$ cat src/rtl/sar_pkg.sv
package sar_pkg;

    localparam int ROW_BITS   = 8;
    localparam int COL_BITS   = 8;
    localparam int INDEX_BITS = 6;
    localparam int ROW_LIMIT  = 212;

    typedef enum logic [1:0] {
        CMD_WRITE_IN = 2'd0,
        CMD_READ_A   = 2'd1,
        CMD_READ_B   = 2'd2,
        CMD_REFRESH  = 2'd3
    } cmd_e;

    function automatic cmd_e mode_to_cmd(input logic [1:0] mode);
        cmd_e c;
        case (mode)
            2'd0:    c = CMD_WRITE_IN;
            2'd1:    c = CMD_READ_A;
            2'd2:    c = CMD_READ_B;
            default: c = CMD_REFRESH;
        endcase
        return c;
    endfunction

endpackage

$ cat src/rtl/sar_shift_in.sv
module sar_shift_in #(
    parameter int W = 8
) (
    input  logic         clk,
    input  logic         rst,
    input  logic         en,
    input  logic         sdi,
    output logic [W-1:0] word,
    output logic         done
);
    localparam int CW = $clog2(W + 2);
    localparam logic [CW-1:0] CNT_FULL = CW'(W);
    localparam logic [CW-1:0] CNT_SAT  = CW'(W + 1);

    logic [W-1:0]  shreg;
    logic [CW-1:0] cnt;
    logic          en_q;

    always_ff @(posedge clk) begin
        if (rst) begin
            shreg <= '0;
            cnt   <= '0;
            en_q  <= 1'b0;
            word  <= '0;
            done  <= 1'b0;
        end else begin
            en_q <= en;
            done <= 1'b0;
            if (en) begin
                shreg <= {shreg[W-2:0], sdi};
                if (cnt != CNT_SAT)
                    cnt <= cnt + 1'b1;
            end else begin
                cnt <= '0;
                if (en_q && cnt == CNT_FULL) begin
                    word <= shreg;
                    done <= 1'b1;
                end
            end
        end
    end

    // a word is only handed on after the strobe has fallen
    a_r4_done_after_fall: assert property (@(posedge clk) disable iff (rst)
        done |-> !$past(en));

endmodule

$ cat src/rtl/sar_row_check.sv
module sar_row_check
    import sar_pkg::*;
#(
    parameter int W     = ROW_BITS,
    parameter int LIMIT = ROW_LIMIT
) (
    input  logic         clk,
    input  logic         rst,
    input  logic         done,
    input  logic [W-1:0] word,
    output logic [W-1:0] row_addr,
    output logic         row_err
);
    localparam logic [W-1:0] LIM = W'(LIMIT);

    always_ff @(posedge clk) begin
        if (rst) begin
            row_addr <= '0;
            row_err  <= 1'b0;
        end else if (done) begin
            if (word < LIM) begin
                row_addr <= word;
                row_err  <= 1'b0;
            end else begin
                row_err  <= 1'b1;
            end
        end
    end

    // the decoder never sees a row past the last one
    a_r7_row_in_range: assert property (@(posedge clk) disable iff (rst)
        row_addr < LIM);

endmodule

$ cat src/rtl/sar_cmd_gen.sv
module sar_cmd_gen
    import sar_pkg::*;
(
    input  logic       clk,
    input  logic       rst,
    input  logic       col_done,
    input  logic [1:0] mode,
    input  logic       row_err,
    output cmd_e       cmd,
    output logic       cmd_valid
);
    always_ff @(posedge clk) begin
        if (rst) begin
            cmd       <= CMD_WRITE_IN;
            cmd_valid <= 1'b0;
        end else begin
            cmd_valid <= col_done && !row_err;
            if (col_done)
                cmd <= mode_to_cmd(mode);
        end
    end

    // pulse lasts a single cycle
    a_r6_single_pulse: assert property (@(posedge clk) disable iff (rst)
        cmd_valid |=> !cmd_valid);

    // pulse follows a column latch by one edge
    a_r6_after_col: assert property (@(posedge clk) disable iff (rst)
        cmd_valid |-> $past(col_done));

    // no command while the row error is up
    a_r8_blocked_by_err: assert property (@(posedge clk) disable iff (rst)
        (row_err && $stable(row_err)) |-> !cmd_valid);

endmodule

$ cat src/rtl/serial_addr_rx.sv
module serial_addr_rx
    import sar_pkg::*;
#(
    parameter int ROW_W  = ROW_BITS,
    parameter int COL_W  = COL_BITS,
    parameter int IDX_W  = INDEX_BITS,
    parameter int ROWS   = ROW_LIMIT
) (
    input  logic             clk,
    input  logic             rst,
    input  logic             row_en,
    input  logic             row_sdi,
    input  logic             col_en,
    input  logic             col_sdi,
    output logic [ROW_W-1:0] row_addr,
    output logic             row_err,
    output logic [IDX_W-1:0] col_index,
    output logic [1:0]       cmd,
    output logic             cmd_valid
);
    localparam int MODE_W = COL_W - IDX_W;

    logic [ROW_W-1:0] row_word;
    logic             row_done;
    logic [COL_W-1:0] col_word;
    logic             col_done;
    cmd_e             cmd_q;

    sar_shift_in #(.W(ROW_W)) u_row_shift (
        .clk(clk), .rst(rst), .en(row_en), .sdi(row_sdi),
        .word(row_word), .done(row_done)
    );

    sar_shift_in #(.W(COL_W)) u_col_shift (
        .clk(clk), .rst(rst), .en(col_en), .sdi(col_sdi),
        .word(col_word), .done(col_done)
    );

    sar_row_check #(.W(ROW_W), .LIMIT(ROWS)) u_row_check (
        .clk(clk), .rst(rst), .done(row_done), .word(row_word),
        .row_addr(row_addr), .row_err(row_err)
    );

    sar_cmd_gen u_cmd_gen (
        .clk(clk), .rst(rst), .col_done(col_done),
        .mode(col_word[COL_W-1 -: MODE_W]), .row_err(row_err),
        .cmd(cmd_q), .cmd_valid(cmd_valid)
    );

    assign col_index = col_word[IDX_W-1:0];
    assign cmd       = cmd_q;

endmodule

$ cat config.mk
export PLATFORM = sky130hd
export DESIGN_NAME = serial_addr_rx
export DESIGN_NICKNAME = d
export VERILOG_FILES = /design/src/rtl/sar_pkg.sv /design/src/rtl/sar_shift_in.sv /design/src/rtl/sar_row_check.sv /design/src/rtl/sar_cmd_gen.sv /design/src/rtl/serial_addr_rx.sv
export SDC_FILE = /design/constraint.sdc
export NUM_CORES = 1
export LEC_CHECK = 0
export BUFFER_PORTS_ARGS = -buffer_cell sky130_fd_sc_hd__buf_2
export CAP_MARGIN = 20
export CORE_MARGIN = 3
export CORE_UTILIZATION = 40
export CTS_CLUSTER_SIZE = 8
export DETAILED_ROUTE_END_ITERATION = 7
export PLACE_DENSITY_LB_ADDON = 0.1
export REMOVE_ABC_BUFFERS = 1
export SLEW_MARGIN = 0
export SYNTH_ARGS = -nofsm -noshare
export SYNTH_HDL_FRONTEND = slang
export SYNTH_HIERARCHICAL = 1
export SYNTH_SLANG_ARGS = --single-unit
$ cat constraint.sdc
create_clock -name clk -period 1.2 [get_ports clk]
set_input_delay 0.3 -clock clk [delete_from_list [all_inputs] [get_ports clk]]
set_output_delay 0.3 -clock clk [all_outputs]
set_load 0.005 [all_outputs]
==> run metrics <==
row count 27; Remaining Overflow, GRT 0; Die W around 82 um; Post-synth top flop dfxtp_1; I/O pins 24; max_slew headroom 0.756; Final nets between 200 and 300; Clock Skew approximately 12 ps; number of DRC markers in iteration 0 between 40 and 50; total number of yosys warnings 6; Post-synth top cells dfxtp_1, mux2i_1, nand2b_1, nor2_1, nand2_1; clk sink count 56; WS Path Type register to register; post-layout util 0.501; Yosys cell types 26; crit-path leading delay family compound AO/OA/AOI/OAI gates; sequential-to-total area share from yosys stat 0.481; Non-Filler Instances 335; Routed Antenna Nets 0; I/O Buffers 23; final setup vio count 0; GRT Util Overall 0.120; fillers approximately 540; RSZ-0062 raised after global routing yes; CTS H-Tree Depth 2; pin count of the biggest net entering global routing 46; first-pass GRT wire length 6.31 mm; max-capacitance violation count 0; status finished, final reports clean; Area Overhead vs Synth 19.8%; vias in the first global route approximately 1400; Clock Latency Late Sink 310 ps; share of cells above drive strength 1 0.270; most numerous cell in the Yosys netlist dfxtp_1; clk slew on worst S/H paths approximately 100 ps; Placer Congestion roughly 0.67; Tcrit/Tclk final 0.970; CP bufs+invs 1; Pwr Density between 1000 and 1500 mW/mm2; DRT Pass-1 Iters 4; clk root buf clkbuf_8; crit end category register; Avg Synthesized Cell Area 10.5 um2; Min-Delay Path Class input port to register; fin crit period roughly 1200 ps; Synth Cell Area 0.00233 mm2; DIE AREA 0.00678 mm2; number of synthesized register bits 56; TritonCTS clock tree built; CP Launch Type register; hold_ws 224 ps; initial antenna violation count 0; CP max FO 5; final hold violations 0; asr flop ratio synth 0; Final Slew Violations 0; Initial Util 0.418; Worst Path Arrival 1370 ps; die height just over 80 um; CP max-delay cell dfxtp_2; CTS Hold Bufs 0; Tightest Pin Transition 366 ps; routed vias around 1500; cell total after placement 326; LEAKAGE ~1.2 nW; area leader, netlist dfxtp_1; Avg Vias per Cell between 4 and 5; CP max stage delay 380 ps; CTS Buffer Depth 2; WP data required approximately 1400 ps; total power 3.31 mW; Sum Neg Setup Slack 0 ps; cells along the critical path o211ai_2 > o21a_1 > buf_4 > o221a_1; Highest Clock Rate between 800 and 900 MHz; post-synth top area share 0.481; peak supply drop 0.535 mV; EDFF count, synth 0; residual DRC count 0; Wirelength per Cell around 11 um; post-detail-place hpwl 2.68 mm; Mapped Cells approximately 220; ranking of synthesized cells by area dfxtp_1, mux2i_1, nand2b_1; routed wire length approximately 3.8 mm; core area around 0.0056 mm2; Antenna diodes 0; CTS Buf Count 5
metrics by stage:
stage	cell area [um2]	worst slack, ps
after floorplan	2280	70.3
after global placement	2630	14.1
after detailed placement	2630	-12.5
after CTS	2780	8.87
after global routing	2790	-31.1
final	2790	36.5
area by class of cell:
type                            instances  area [um2]  area share
Tap cell                               72        90.1      0.0323
Inverter                                8        30.0      0.0108
Clock buffer                            6        72.6      0.0260
Clock inverter                          2        38.8      0.0139
Multi-Input combinational cell        149        1160       0.416
Sequential cell                        56        1130       0.404
Timing Repair Buffer                   42         270      0.0969
timing repair:
action | 4_1_cts | 5_1_grt
gates resized for setup | 9 | 7
setup buffers | 1 | 0
endpoints found under the setup margin | 11 | 24
pin swaps | 4 | 5
per-layer routing:
layer / up-vias / GRT usage / wire, um
met4: 0 / 0.0349 / 32
li1: 813 / - / -
met1: 704 / 0.156 / 1930
met5: - / 0 / 0
met3: 5 / 0.0369 / 144
met2: 19 / 0.191 / 1710
kinds of logic after synthesis:
| kind of cell | after synthesis | synth area share |
|---|---|---|
| AND/OR/NAND/NOR | 90 | 0.234 |
| flip-flops | 56 | 0.481 |
| multiplexers | 40 | 0.172 |
| buffers and inverters | 16 | 0.0354 |
| AO/OA/AOI/OAI | 9 | 0.0301 |
| adder cells (fa/ha/maj) | 6 | 0.0322 |
| XOR/XNOR | 4 | 0.0150 |
worst paths after layout:
kind | from | endpoint | slack, ps | cells past startpoint
worst max-delay path | u_row_shift/word[5] | u_row_check/row_addr[6] | 40 | 4
worst min-delay path | row_sdi | u_row_shift/shreg[0] | 220 | 3
worst min register to register | u_row_check/row_addr[3] | u_row_check/row_addr[3] | 460 | 2
worst max register to register | u_row_shift/word[5] | u_row_check/row_addr[6] | 40 | 4
flip-flops by register name, summed over array words and instances (netlist names):
name                  cells
u_col_shift/shreg         8
u_col_shift/word          8
u_row_check/row_addr      8
u_row_shift/shreg         8
u_row_shift/word          8
u_col_shift/cnt           4
u_row_shift/cnt           4
u_cmd_gen/cmd             2
u_cmd_gen/cmd_valid       1
u_col_shift/done          1
u_col_shift/en_q          1
u_row_check/row_err       1
u_row_shift/done          1
u_row_shift/en_q          1
cells in the final DEF (no fill, tap or decap), types with 2 or more instances in the layout:
cell type | netlist | layout
nor3_1 | 3 | 2
nand3_1 | 2 | 2
nand4_1 | 2 | 2
xnor2_1 | 2 | 2
buf_4 | 0 | 18
nor2_1 | 24 | 24
dfxtp_2 | 0 | 5
ha_1 | 6 | 2
ha_2 | 0 | 2
nor2_8 | 2 | 2
dfxtp_1 | 56 | 51
xor2_1 | 2 | 2
buf_2 | 0 | 23
inv_2 | 0 | 4
mux2i_1 | 40 | 40
nand2_1 | 12 | 12
inv_1 | 8 | 4
ha_4 | 0 | 2
nand3b_1 | 4 | 4
clkbuf_8 | 0 | 5
nand4b_4 | 2 | 2
o21ai_0 | 2 | 2
o221a_1 | 2 | 2
a21oi_1 | 2 | 2
nand2b_1 | 35 | 35
nand2b_2 | 2 | 2
tightest hold or removal path, delay by kind of cell:
kind,cells,cell delay [ps]
buf+inv,1,70
mux,1,60
simple gates,1,70
report_power, final:
group / switching (mW) / internal, mW / total [mW]
Sequential: 0.0134 / 1.88 / 1.89
Combinational: 0.0885 / 0.0803 / 0.169
Clock: 0.618 / 0.632 / 1.25
(Power assumes the default switching activity.)
